File: src/rtl/ddr_rd_pkg.sv
package ddr_rd_pkg;

  // Column of element 'elem' in a burst starting at 'base', wrapping inside
  // a block of 'bl' columns (bl is a power of two).
  function automatic int unsigned burst_col(input int unsigned base,
                                            input int unsigned elem,
                                            input int unsigned bl);
    return (base & ~(bl - 1)) | ((base + elem) & (bl - 1));
  endfunction

  // Deterministic element value standing in for array contents.
  function automatic int unsigned elem_pattern(input int unsigned bank,
                                               input int unsigned row,
                                               input int unsigned col);
    return (row * 37) ^ (col << 1) ^ (bank << 8) ^ 32'h0000_A5A5;
  endfunction

endpackage

File: src/rtl/ddr_rd_engine.sv
module ddr_rd_engine
  import ddr_rd_pkg::*;
#(
  parameter int BANK_W    = 2,
  parameter int ROW_W     = 12,
  parameter int COL_W     = 9,
  parameter int BURST_LEN = 4
) (
  input  logic              clk,
  input  logic              rst_n,
  input  logic              rd_req,
  input  logic              stop_req,
  input  logic [BANK_W-1:0] bank,
  input  logic [ROW_W-1:0]  row,
  input  logic [COL_W-1:0]  col,
  output logic              slot_valid,
  output logic [BANK_W-1:0] slot_bank,
  output logic [ROW_W-1:0]  slot_row,
  output logic [COL_W-1:0]  slot_col
);
  localparam int PAIRS = BURST_LEN / 2;
  localparam int IDX_W = (PAIRS > 1) ? $clog2(PAIRS) : 1;

  logic              act_q;
  logic [BANK_W-1:0] bank_q;
  logic [ROW_W-1:0]  row_q;
  logic [COL_W-1:0]  base_q;
  logic [IDX_W-1:0]  idx_q;

  // Named internal events
  logic rd_take, stop_take, burst_last;
  assign rd_take    = rd_req;               // READ wins over STOP
  assign stop_take  = stop_req & ~rd_req;
  assign burst_last = act_q && (idx_q == IDX_W'(PAIRS - 1));

  // Pair emitted this cycle (enters the latency pipe)
  always_comb begin
    slot_valid = 1'b0;
    slot_bank  = bank_q;
    slot_row   = row_q;
    slot_col   = base_q;
    if (rd_take) begin
      slot_valid = 1'b1;
      slot_bank  = bank;
      slot_row   = row;
      slot_col   = col;
    end else if (!stop_take && act_q) begin
      slot_valid = 1'b1;
      slot_col   = COL_W'(burst_col(32'(base_q), 32'(idx_q) * 2, BURST_LEN));
    end
  end

  always_ff @(posedge clk) begin
    if (!rst_n) begin
      act_q  <= 1'b0;
      bank_q <= '0;
      row_q  <= '0;
      base_q <= '0;
      idx_q  <= '0;
    end else if (rd_take) begin
      act_q  <= (PAIRS > 1);
      bank_q <= bank;
      row_q  <= row;
      base_q <= col;
      idx_q  <= IDX_W'(1);
    end else if (stop_take) begin
      act_q <= 1'b0;
    end else if (act_q) begin
      if (burst_last) act_q <= 1'b0;
      else            idx_q <= idx_q + IDX_W'(1);
    end
  end

  assert_idx_bound_R3: assert property (@(posedge clk) disable iff (!rst_n)
    act_q |-> (32'(idx_q) < PAIRS) && (idx_q != '0));

  assert_stop_silence_R10: assert property (@(posedge clk) disable iff (!rst_n)
    ($past(stop_take) && !rd_take) |-> !slot_valid);

  assert_read_wins_R11: assert property (@(posedge clk) disable iff (!rst_n)
    (rd_req && stop_req) |=> act_q == (PAIRS > 1));

  assert_burst_ends_R3: assert property (@(posedge clk) disable iff (!rst_n)
    (burst_last && !rd_req) |=> !act_q);

endmodule

File: src/rtl/ddr_rd_delay.sv
module ddr_rd_delay #(
  parameter int W     = 8,
  parameter int DEPTH = 3
) (
  input  logic         clk,
  input  logic         rst_n,
  input  logic [W-1:0] in_vec,
  output logic [W-1:0] out_now,
  output logic         ahead_msb
);
  logic [W-1:0] stg [DEPTH];

  for (genvar i = 0; i < DEPTH; i++) begin : g_stage
    if (i == 0) begin : g_head
      always_ff @(posedge clk) begin
        if (!rst_n) stg[0] <= '0;
        else        stg[0] <= in_vec;
      end
    end else begin : g_tail
      always_ff @(posedge clk) begin
        if (!rst_n) stg[i] <= '0;
        else        stg[i] <= stg[i-1];
      end
    end
  end

  assign out_now   = stg[DEPTH-1];
  assign ahead_msb = stg[DEPTH-2][W-1];

endmodule

File: src/rtl/ddr_rd_drive.sv
module ddr_rd_drive
  import ddr_rd_pkg::*;
#(
  parameter int BANK_W    = 2,
  parameter int ROW_W     = 12,
  parameter int COL_W     = 9,
  parameter int DQ_W      = 16,
  parameter int BURST_LEN = 4
) (
  input  logic              clk,
  input  logic              rst_n,
  input  logic              cur_valid,
  input  logic [BANK_W-1:0] cur_bank,
  input  logic [ROW_W-1:0]  cur_row,
  input  logic [COL_W-1:0]  cur_col,
  input  logic              next_valid,
  output logic [DQ_W-1:0]   dq_rise,
  output logic [DQ_W-1:0]   dq_fall,
  output logic              dq_oe,
  output logic              dqs_level,
  output logic              dqs_oe
);
  logic prev_q;
  logic preamble_win, postamble_win;
  logic [COL_W-1:0] fall_col;

  always_ff @(posedge clk) begin
    if (!rst_n) prev_q <= 1'b0;
    else        prev_q <= cur_valid;
  end

  assign preamble_win  = next_valid & ~cur_valid;
  assign postamble_win = prev_q & ~cur_valid;
  assign fall_col      = COL_W'(burst_col(32'(cur_col), 1, BURST_LEN));

  always_comb begin
    dq_rise = '0;
    dq_fall = '0;
    if (cur_valid) begin
      dq_rise = DQ_W'(elem_pattern(32'(cur_bank), 32'(cur_row), 32'(cur_col)));
      dq_fall = DQ_W'(elem_pattern(32'(cur_bank), 32'(cur_row), 32'(fall_col)));
    end
  end

  assign dq_oe     = cur_valid;
  assign dqs_level = cur_valid;
  assign dqs_oe    = cur_valid | preamble_win | postamble_win;

  assert_preamble_R5: assert property (@(posedge clk) disable iff (!rst_n)
    $rose(dq_oe) |-> $past(dqs_oe) && !$past(dqs_level));

  assert_strobe_data_R6: assert property (@(posedge clk) disable iff (!rst_n)
    dq_oe |-> dqs_oe && dqs_level);

  assert_postamble_R7: assert property (@(posedge clk) disable iff (!rst_n)
    $fell(dq_oe) |-> dqs_oe && !dqs_level);

  assert_hiz_R7: assert property (@(posedge clk) disable iff (!rst_n)
    (!$past(dq_oe) && !dq_oe && !next_valid) |-> !dqs_oe);

  assert_idle_lanes_R12: assert property (@(posedge clk) disable iff (!rst_n)
    !dq_oe |-> (dq_rise == '0) && (dq_fall == '0));

endmodule

File: src/rtl/ddr_rd_seq.sv
module ddr_rd_seq #(
  parameter int BANK_W    = 2,
  parameter int ROW_W     = 12,
  parameter int COL_W     = 9,
  parameter int DQ_W      = 16,
  parameter int CAS_LAT   = 3,
  parameter int BURST_LEN = 4
) (
  input  logic              clk,
  input  logic              rst_n,
  input  logic              rd_req,
  input  logic              stop_req,
  input  logic [BANK_W-1:0] cmd_bank,
  input  logic [ROW_W-1:0]  cmd_row,
  input  logic [COL_W-1:0]  cmd_col,
  output logic [DQ_W-1:0]   dq_rise,
  output logic [DQ_W-1:0]   dq_fall,
  output logic              dq_oe,
  output logic              dqs_level,
  output logic              dqs_oe
);
  localparam int SLOT_W = 1 + BANK_W + ROW_W + COL_W;

  logic              s_valid;
  logic [BANK_W-1:0] s_bank;
  logic [ROW_W-1:0]  s_row;
  logic [COL_W-1:0]  s_col;
  logic [SLOT_W-1:0] pipe_in, pipe_out;
  logic              pipe_ahead;

  ddr_rd_engine #(
    .BANK_W(BANK_W), .ROW_W(ROW_W), .COL_W(COL_W), .BURST_LEN(BURST_LEN)
  ) u_engine (
    .clk(clk), .rst_n(rst_n), .rd_req(rd_req), .stop_req(stop_req),
    .bank(cmd_bank), .row(cmd_row), .col(cmd_col),
    .slot_valid(s_valid), .slot_bank(s_bank), .slot_row(s_row), .slot_col(s_col)
  );

  assign pipe_in = {s_valid, s_bank, s_row, s_col};

  ddr_rd_delay #(.W(SLOT_W), .DEPTH(CAS_LAT)) u_delay (
    .clk(clk), .rst_n(rst_n), .in_vec(pipe_in),
    .out_now(pipe_out), .ahead_msb(pipe_ahead)
  );

  ddr_rd_drive #(
    .BANK_W(BANK_W), .ROW_W(ROW_W), .COL_W(COL_W), .DQ_W(DQ_W),
    .BURST_LEN(BURST_LEN)
  ) u_drive (
    .clk(clk), .rst_n(rst_n),
    .cur_valid(pipe_out[SLOT_W-1]),
    .cur_bank(pipe_out[SLOT_W-2 -: BANK_W]),
    .cur_row(pipe_out[COL_W +: ROW_W]),
    .cur_col(pipe_out[COL_W-1:0]),
    .next_valid(pipe_ahead),
    .dq_rise(dq_rise), .dq_fall(dq_fall), .dq_oe(dq_oe),
    .dqs_level(dqs_level), .dqs_oe(dqs_oe)
  );

  assert_reset_quiet_R1: assert property (@(posedge clk)
    !$past(rst_n) |-> !dq_oe && !dqs_oe);

endmodule

File: config.mk
export PLATFORM = sky130hd
export DESIGN_NAME = ddr_rd_seq
export DESIGN_NICKNAME = d
export VERILOG_FILES = /design/src/rtl/ddr_rd_pkg.sv /design/src/rtl/ddr_rd_engine.sv /design/src/rtl/ddr_rd_delay.sv /design/src/rtl/ddr_rd_drive.sv /design/src/rtl/ddr_rd_seq.sv
export SDC_FILE = /design/constraint.sdc
export NUM_CORES = 1
export LEC_CHECK = 0
export BUFFER_PORTS_ARGS = -buffer_cell sky130_fd_sc_hd__buf_4
export CORE_MARGIN = 2
export CORE_UTILIZATION = 50
export CTS_BUF_LIST = sky130_fd_sc_hd__clkbuf_4 sky130_fd_sc_hd__clkbuf_8
export CTS_CLUSTER_DIAMETER = 120
export DETAILED_ROUTE_END_ITERATION = 10
export GPL_ROUTABILITY_DRIVEN = 0
export PLACE_DENSITY = 0.74
export SETUP_SLACK_MARGIN = 0.4
export SYNTH_ARGS = -nofsm -noshare
export SYNTH_HDL_FRONTEND = slang
export SYNTH_HIERARCHICAL = 1
export SYNTH_SLANG_ARGS = --single-unit
export TNS_END_PERCENT = 30
File: constraint.sdc
create_clock -name clk -period 3.32 [get_ports clk]
set_clock_uncertainty 0.15 [all_clocks]
set_input_delay 0.166 -clock clk [delete_from_list [all_inputs] [get_ports clk]]
set_output_delay 0.166 -clock clk [all_outputs]
set_load 0.01 [all_outputs]
==> key figures, run 1 <==
Run status
  • Run status: finished, violations left
  • Violated checks: setup timing

Floorplanning
  • Die Wd: 98.5 µm
  • CORE AREA: 0.00868 mm²
  • Die area: 0.00971 mm²
  • IO Pins: 62
  • Chip height: 98.5 µm
  • Starting Density: 0.515
  • Row cnt: 34

Finish
  • Final cell utilization of the core: 0.646
  • Share of layout cells above drive strength 1: 0.482
  • Area grow syn2layout: 25.4%
  • Fill cell count: 709
  • # nets final: 544
  • Antenna Cells: 0
  • Most frequent cells in the layout: dfxtp_1 (91), and2_2 (73), buf_4 (70), and2_1 (33), inv_1 (25)
  • Design Area, Final: 0.00560 mm²
  • Most common cell after layout, fill and taps aside: dfxtp_1

Drt
  • Drt wl/cell: 11.7 µm
  • Total iterations of the first detailed-routing run: 4
  • Final ANT Viol Nets: 0
  • Drt total wl: 6860 µm
  • DRC Markers: 0
  • Initial DRC count: 93
  • Vias: 2647
  • Vias per std cell: 4.51

Timing
  • Fin crit period: 3.65 ns
  • Worst-Margin Slew: 0.638 ns
  • Slew Limit Fails: 0
  • Max Freq: 274 MHz
  • Fin Setup TNS: -2.13 ns
  • Max_slew headroom: 0.575
  • Final worst path period share: 1.10
  • Count of final setup violators: 12
  • Endpoints failing hold: 0
  • RSZ-0062 raised after global routing: yes
  • Worst setup margin: -0.330 ns

Global route
  • Vias in the first global route: 2744
  • Gr ovfl total: 0
  • Global-route usage over all layers: 0.149
  • First-pass GRT wire length: 11800 µm
  • Antenna violations before repair: 0
  • Largest net degree at the start of global routing: 99

Synth
  • Syn_area_per_cell: 11.1 µm²
  • Register area share after synthesis: 0.439
  • Syn Nets: 472
  • Area leader, netlist: dfxtp_1
  • Synth Cell Area: 0.00447 mm²
  • FF+latch count, synth: 98
  • Ys Warns: 6
  • Synth unique cells: 40
  • Largest cells by area after synthesis: dfxtp_1 (44%), and2_2 (12%), ha_1 (9.8%)
  • Post-Syn Instances: 402
  • Area share of the largest cell type after synthesis: 0.439

Place
  • Post-Place Cell Area: 0.00497 mm²
  • PortBufs: 61
  • DP Wirelength: 4630 µm

Pwr
  • Power Dens Cells: 405 mW/mm²
  • Max VDD drop: 0.290 mV
  • Leak: 2.60 nW

Critical path
  • Startpoint types: register
  • CP Capture Type: output pin
  • Critical Path RT: 3.00 ns
  • Crit path kind: register to output pin
  • CP Max Fanout: 3
  • Crit path arrival time: 3.33 ns

Clock network
  • TritonCTS clock tree: yes
  • Sink Count: 98
  • Clock Latency Late Sink: 0.35 ns
  • CTS root buffer: clkbuf_8
  • Total CTS buffers: 9
  • Clock Tree Buf Depth: 2
  • Clk slew on worst S/H paths: 0.09 ns
  • H-tree depth: 3

Worst hold path
  • Min-delay worst type: primary input to register

Flow run
  • Max cap viols: 0
-- worst paths after layout --
path | cells after the start | slack (ns) | from | end
hold reg to reg | 1 | 0.28 | u_delay/stg[1][5] | u_delay/stg[2][5]
hold / removal | 3 | 0.02 | cmd_row[4] | u_engine/row_q[4]
setup reg to reg | 1 | 2.20 | u_delay/stg[2][23] | u_drive/prev_q
setup / recovery | 13 | -0.33 | u_delay/stg[2][18] | dq_rise[15]
-- stage by stage --
step | worst slack, ns | hold slack [ns] | cells | power, mW
global route | -0.441 | 0.0226 | 587 | 2.38
finish | -0.330 | 0.0208 | 587 | 2.27
floorplan | 0.141 | 0.138 | 402 | 1.44
detailed placement | 0.0210 | 0.283 | 543 | 1.49
CTS | -0.341 | 0.00116 | 587 | 2.30
global placement | 0.0814 | 0.281 | 543 | 1.49
-- worst max-delay path, cell delays in order, from the launching register on --
cell and delay, ns:
dfxtp_2 0.34, buf_4 0.13, ha_4 0.22, ha_4 0.26, inv_2 0.03, fa_1 0.49, inv_2 0.05, ha_4 0.15
a21o_1 0.20, a21oi_2 0.18, o21ai_2 0.07, or4_4 0.53, and3_4 0.20, buf_4 0.13
-- report_power, final --
| group | leakage, nW | total, mW | switching (mW) | internal, mW |
|---|---|---|---|---|
| Clock | 0.102 | 0.775 | 0.384 | 0.392 |
| Combinational | 1.69 | 0.252 | 0.0966 | 0.155 |
| Sequential | 0.808 | 1.24 | 0.0184 | 1.23 |
-- synthesized netlist by cell type, drive strengths merged --
cell	n
o21ai	3
o211ai	1
o21bai	2
nor2b	3
xnor2	16
fa	8
ha	35
nor2	2
or4	1
or3	1
clkbuf	11
buf	19
a221oi	1
a21oi	4
mux2i	1
nand2	4
nand3b	1
a21boi	2
inv	33
o21a	3
dfxtp	98
and3	2
a21o	4
o31ai	1
mux2	22
and2	109
nand2b	4
nand3	3
a31oi	2
xor2	6
-- state kept, by name, summed over array words and instances (netlist names) --
signal / flops
u_delay/stg: 72
u_drive/prev_q: 1
u_engine/act_q: 1
u_engine/bank_q: 2
u_engine/base_q: 9
u_engine/idx_q: 1
u_engine/row_q: 12
-- metal layers --
metal / wire (µm) / global-route usage / vias to the layer above
met4: 136 / 0.0695 / 0
met1: 3200 / 0.184 / 1186
met2: 3300 / 0.254 / 51
met3: 230 / 0.0255 / 14
li1: - / - / 1396
met5: 0 / 0 / -
-- area by class of cell --
type	count	area (µm²)	share of cell area
inverter	33	124	0.0221
multi-input combinational	241	2410	0.430
sequential	98	1980	0.354
tap	108	135	0.0241
clock buffer	11	151	0.0270
timing repair buffer	91	739	0.132
clock inverter	5	62.6	0.0112
-- kinds of logic after synthesis --
| kind of cell | after synthesis | synth area share |
|---|---|---|
| compound gates | 23 | 0.0384 |
| xor+xnor | 22 | 0.0431 |
| fa+ha+maj | 43 | 0.134 |
| buf+inv | 63 | 0.0753 |
| flops | 98 | 0.439 |
| mux | 23 | 0.0703 |
| simple gates | 130 | 0.200 |
-- repair_timing --
action                                 4_1_cts  5_1_grt
hold buffers                                18        0
setup endpoints to repair                   22       22
gates resized for setup                     22        7
setup buffers                               10        0
endpoints found under the hold margin       23        0
pin swaps                                   16        5
Note: power is estimated with default switching activity, not from simulation.
==> inputs of run 2 (changes only) <==
PLACE_DENSITY = 0.8   (was 0.74)
==> key figures, run 2 (synthesized netlist as in run 1, its figures left out) <==
Timing
  • Final worst path period share: 1.08 (was 1.10)
  • Max_slew headroom: 0.580 (was 0.575)
  • Endpoints failing hold: 0 (unchanged)
  • Fin crit period: 3.60 ns (was 3.65 ns)
  • Max Freq: 278 MHz (was 274 MHz)
  • Slew Limit Fails: 0 (unchanged)
  • Count of final setup violators: 8 (was 12)
  • Fin Setup TNS: -1.26 ns (was -2.13 ns)
  • RSZ-0062 raised after global routing: yes (unchanged)
  • Worst setup margin: -0.277 ns (was -0.330 ns)
  • Worst-Margin Slew: 0.630 ns (was 0.638 ns)

Drt
  • Drt total wl: 7080 µm (was 6860 µm)
  • Total iterations of the first detailed-routing run: 4 (unchanged)
  • Vias: 2621 (was 2647)
  • Final ANT Viol Nets: 0 (unchanged)
  • Initial DRC count: 78 (was 93)
  • DRC Markers: 0 (unchanged)
  • Drt wl/cell: 12.3 µm (was 11.7 µm)
  • Vias per std cell: 4.57 (was 4.51)

Floorplanning
  • CORE AREA: 0.00868 mm² (unchanged)
  • Starting Density: 0.515 (unchanged)
  • Die area: 0.00971 mm² (unchanged)
  • Chip height: 98.5 µm (unchanged)
  • IO Pins: 62 (unchanged)
  • Row cnt: 34 (unchanged)
  • Die Wd: 98.5 µm (unchanged)

Clock network
  • Clock Latency Late Sink: 0.35 ns (about the same)
  • Total CTS buffers: 9 (unchanged)
  • Sink Count: 98 (unchanged)
  • H-tree depth: 3 (unchanged)
  • CTS root buffer: clkbuf_8 (unchanged)
  • Clock Tree Buf Depth: 2 (unchanged)
  • TritonCTS clock tree: yes (unchanged)
  • Clk slew on worst S/H paths: 0.09 ns (about the same)

Finish
  • Most common cell after layout, fill and taps aside: dfxtp_1 (unchanged)
  • # nets final: 532 (was 544)
  • Design Area, Final: 0.00548 mm² (was 0.00560 mm²)
  • Max FFs per register: 72 (unchanged)
  • Largest register by flop count: u_delay/stg (unchanged)
  • Share of layout cells above drive strength 1: 0.494 (was 0.482)
  • Antenna Cells: 0 (unchanged)
  • Non-Filler Instances: 574 (was 587)
  • Largest regs: u_delay/stg x72, u_engine/row_q x12, u_engine/base_q x9 (unchanged)
  • Fill cell count: 692 (was 709)
  • Most frequent cells in the layout: dfxtp_1 (89), and2_2 (73), buf_4 (69), and2_1 (34), inv_1 (25) (was dfxtp_1 (91), and2_2 (73), buf_4 (70), and2_1 (33), inv_1 (25))
  • Area grow syn2layout: 22.5% (was 25.4%)

Place
  • Post-Place Cell Area: 0.00497 mm² (unchanged)
  • Worst slack at placement: 0.0103 ns (was 0.0210 ns)
  • PortBufs: 61 (unchanged)
  • DP Wirelength: 4900 µm (was 4630 µm)
  • Placed Cells: 543 (unchanged)

Global route
  • Largest net degree at the start of global routing: 99 (unchanged)
  • First-pass GRT wire length: 11900 µm (was 11800 µm)
  • Vias in the first global route: 2712 (was 2744)
  • Antenna violations before repair: 0 (unchanged)
  • Gr ovfl total: 0 (unchanged)
  • Global-route usage over all layers: 0.152 (was 0.149)

Critical path
  • Startpoint types: register (unchanged)
  • Buf+Inv Stages, Crit Path: 3 (was 4)
  • Crit path top cell by count: ha_4 (unchanged)
  • CP Max Fanout: 3 (unchanged)
  • CP max stage delay: 0.52 ns (was 0.53 ns)
  • Crit path arrival time: 3.28 ns (was 3.33 ns)
  • Slowest-stage cell, CP: or4_4 (unchanged)
  • Critical Path RT: 3.00 ns (about the same)
  • Top Family by Delay on Critical Path: adder cells (unchanged)
  • Crit path kind: register to output pin (unchanged)
  • CP Capture Type: output pin (unchanged)
  • CP Cell Sequence: ha_4, ha_4, inv_2, fa_1, inv_2, ha_4, a21o_1, a21oi_2, o21ai_2, or4_4, and3_4, buf_6 (was buf_4, ha_4, ha_4, inv_2, fa_1, inv_2, ha_4, a21o_1, a21oi_2, o21ai_2, or4_4, and3_4, buf_4)

Run status
  • Run status: finished, violations left (unchanged)
  • Violated checks: setup timing (unchanged)

Pwr
  • Power Dens Cells: 416 mW/mm² (was 405 mW/mm²)
  • Max VDD drop: 0.417 mV (was 0.290 mV)
  • Pwr Total: 2.28 mW (was 2.27 mW)
  • Leak: 2.54 nW (was 2.60 nW)

Worst hold path
  • Min-delay worst type: primary input to register (unchanged)

Flow run
  • Max cap viols: 0 (unchanged)
## run 2: cell types whose count changed in the layout (fill, tap and decap cells not counted), moves of 2 or more
cell	previous run	this run
dfxtp_1	91	89
dfxtp_2	3	5
dlygate4sd3_1	18	8
clkinv_4	2	0
clkbuf_8	11	9
## run 2: layout make-up
type | count | area, µm² | area share
multi-input cells | 241 | 2400 | 0.439
repair buffers | 79 | 621 | 0.113
inverters | 33 | 124 | 0.0226
flip-flops and latches | 98 | 1980 | 0.362
clock buffers | 10 | 131 | 0.0240
clock inverters | 5 | 80.1 | 0.0146
well taps | 108 | 135 | 0.0247
## run 2: repair_timing
item / 4_1_cts / 5_1_grt
buffers inserted: 6 / 2
endpoints found under the setup margin: 20 / 22
gates resized for setup: 14 / 15
hold buffers: 8 / 0
endpoints found under the hold margin: 9 / 0
pin swaps: 10 / 9
## run 2: routing by layer
layer | GRT usage | wire, µm | up-vias | part of all wire
li1 | - | - | 1366 | -
met1 | 0.179 | 3080 | 1183 | 0.44
met2 | 0.263 | 3620 | 56 | 0.51
met3 | 0.0355 | 257 | 16 | 0.036
met4 | 0.0664 | 125 | 0 | 0.018
met5 | 0 | 0 | - | 0
## run 2: power breakdown
| group | switching (mW) | internal (mW) | total [mW] |
|---|---|---|---|
| clock network | 0.366 | 0.427 | 0.793 |
| registers | 0.0199 | 1.23 | 1.25 |
| logic | 0.0950 | 0.146 | 0.241 |
| total | 0.481 | 1.80 | 2.28 |
## run 2: stage by stage
step           hold WS, ns  utilization
2_1_floorplan        0.138            -
3_3_place_gp         0.280        0.573
3_5_place_dp         0.280        0.573
4_1_cts            0.00327        0.622
5_1_grt            0.00554        0.631
6_report            0.0173        0.631
## run 2: worst paths after layout
kind	from	endpoint	slack [ns]	cells past startpoint
worst max-delay path	u_delay/stg[2][17]	dq_fall[15]	-0.28	12
worst min-delay path	cmd_col[6]	u_engine/base_q[6]	0.02	3
worst max register to register	u_delay/stg[2][23]	u_drive/prev_q	2.18	1
worst min register to register	u_delay/stg[1][22]	u_delay/stg[2][22]	0.30	1
==> inputs of run 3 (changes only) <==
PLACE_DENSITY = 0.77   (was 0.8)
clock period = 3.9 ns   (was 3.32 ns; I/O delays follow)
==> key figures, run 3 (synthesized netlist as in run 1, its figures left out) <==
Clock network
  • Sink Count: 98 (unchanged)
  • Clk slew on worst S/H paths: 0.09 ns (about the same)
  • Total CTS buffers: 9 (unchanged)
  • Clock Tree Buf Depth: 2 (unchanged)
  • TritonCTS clock tree: yes (unchanged)
  • Clock Latency Late Sink: 0.36 ns (was 0.35 ns)
  • CTS root buffer: clkbuf_8 (unchanged)
  • H-tree depth: 3 (unchanged)

Drt
  • Final ANT Viol Nets: 0 (unchanged)
  • Vias per std cell: 4.60 (was 4.57)
  • Vias: 2606 (was 2621)
  • DRC Markers: 0 (unchanged)
  • Drt wl/cell: 12.4 µm (was 12.3 µm)
  • Total iterations of the first detailed-routing run: 4 (unchanged)
  • Drt total wl: 7010 µm (was 7080 µm)
  • Initial DRC count: 59 (was 78)

Finish
  • Max FFs per register: 72 (unchanged)
  • Most common cell after layout, fill and taps aside: dfxtp_1 (unchanged)
  • Largest register by flop count: u_delay/stg (unchanged)
  • Antenna Cells: 0 (unchanged)
  • Area grow syn2layout: 20.3% (was 22.5%)
  • Share of layout cells above drive strength 1: 0.488 (was 0.494)
  • # nets final: 525 (was 532)
  • Largest regs: u_delay/stg x72, u_engine/row_q x12, u_engine/base_q x9 (unchanged)
  • Most frequent cells in the layout: dfxtp_1 (91), and2_2 (73), buf_4 (71), and2_1 (34), inv_1 (27) (was dfxtp_1 (89), and2_2 (73), buf_4 (69), and2_1 (34), inv_1 (25))
  • Design Area, Final: 0.00537 mm² (was 0.00548 mm²)

Place
  • DP Wirelength: 4450 µm (was 4900 µm)
  • Post-Place Cell Area: 0.00485 mm² (was 0.00497 mm²)
  • PortBufs: 61 (unchanged)

Critical path
  • Crit path kind: register to output pin (unchanged)
  • Worst reg-to-reg path cell count: 4 (was 1)
  • Startpoint types: register (unchanged)
  • Crit path arrival time: 3.36 ns (was 3.28 ns)
  • Critical Path RT: 3.56 ns (was 3.00 ns)
  • CP Capture Type: output pin (unchanged)
  • CP Max Fanout: 4 (was 3)

Floorplanning
  • Starting Density: 0.515 (unchanged)
  • IO Pins: 62 (unchanged)
  • Die Wd: 98.5 µm (unchanged)
  • CORE AREA: 0.00868 mm² (unchanged)
  • Row cnt: 34 (unchanged)
  • Chip height: 98.5 µm (unchanged)
  • Die area: 0.00971 mm² (unchanged)

Pwr
  • Max VDD drop: 0.276 mV (was 0.417 mV)
  • Power Dens Cells: 351 mW/mm² (was 416 mW/mm²)
  • Leak: 2.51 nW (was 2.54 nW)

Timing
  • Fin crit period: 3.70 ns
  • RSZ-0062 raised after global routing: yes (unchanged)
  • Slew Limit Fails: 0 (unchanged)
  • Endpoints failing hold: 0 (unchanged)
  • Fin Setup TNS: 0 ns (was -1.26 ns)
  • Worst-Margin Slew: 0.645 ns (was 0.630 ns)
  • Max_slew headroom: 0.570 (was 0.580)
  • Count of final setup violators: 0 (was 8)
  • Final worst path period share: 0.950
  • Max Freq: 270 MHz

Global route
  • Global-route usage over all layers: 0.147 (was 0.152)
  • Gr ovfl total: 0 (unchanged)
  • Vias in the first global route: 2597 (was 2712)
  • Antenna violations before repair: 0 (unchanged)
  • First-pass GRT wire length: 11500 µm (was 11900 µm)
  • Largest net degree at the start of global routing: 99 (unchanged)

Worst hold path
  • Min-delay worst type: primary input to register (unchanged)
  • Worst hold path depth: 3 (unchanged)

Run status
  • Run status: finished, final reports clean (was finished, violations left)

Flow run
  • Max cap viols: 0 (unchanged)
==> run 3: cell count changes in the layout (fill, tap and decap cells not counted), sizes merged <==
cell,delta
clkbuf,+2
clkinvlp,-2
bufinv,-1
clkinv,+1
dlygate4sd3,-7
==> run 3: repair_timing <==
item,in CTS,in global routing
hold buffers,1,0
setup buffers,8,2
resized for setup,29,13
cloned,0,0
pin swaps,21,9
setup endpoints to repair,12,8
hold endpoints to repair,1,0
==> run 3: final timing paths <==
kind,start,end,slack (ns)
setup / recovery,u_delay/stg[2][17],dq_fall[15],0.20
hold / removal,cmd_row[6],u_engine/row_q[6],0.03
setup reg to reg,u_engine/idx_q,u_delay/stg[0][1],2.73
hold reg to reg,u_delay/stg[1][15],u_delay/stg[2][15],0.30
==> run 3: area by class of cell <==
cell class	count	area (µm²)
fill	688	3300
sequential	98	1980
timing repair buffer	72	543
inverter	33	124
clock inverter	3	40.0
clock buffer	12	153
multi-input combinational	241	2400
tap	108	135
==> run 3: where the power goes <==
group	internal, mW	total [mW]	leakage [nW]	switching (mW)
Clock	0.323	0.631	0.103	0.308
Combinational	0.119	0.198	1.60	0.0798
Sequential	1.04	1.06	0.808	0.0162
==> run 3: metal layers <==
layer | vias up | GRT usage | share of wire
met5 | - | 0 | 0
met3 | 17 | 0.0326 | 0.042
met4 | 0 | 0.0664 | 0.027
li1 | 1360 | - | -
met1 | 1171 | 0.184 | 0.46
met2 | 58 | 0.243 | 0.47
==> run 3: through the flow <==
step	total power, mW	hold slack, ns	cells	worst slack [ns]	util
6_report	1.89	0.0273	567	0.196	0.619
5_1_grt	1.97	0.0243	567	0.0742	0.619
4_1_cts	1.91	0.0182	565	0.237	0.610
3_5_place_dp	1.26	0.281	541	0.343	0.559
3_3_place_gp	1.26	0.281	541	0.392	0.559
2_1_floorplan	1.22	0.167	402	0.440	-
==> run 3: critical path, cell delays in order, from the launching register on <==
cell and delay [ns]:
dfxtp_4 0.38, ha_4 0.23, ha_1 0.27, inv_1 0.06, fa_1 0.52, inv_2 0.05
ha_4 0.23, a21o_1 0.20, a21oi_2 0.18, o21ai_2 0.08, or4_4 0.47, and3_4 0.19
buf_4 0.14
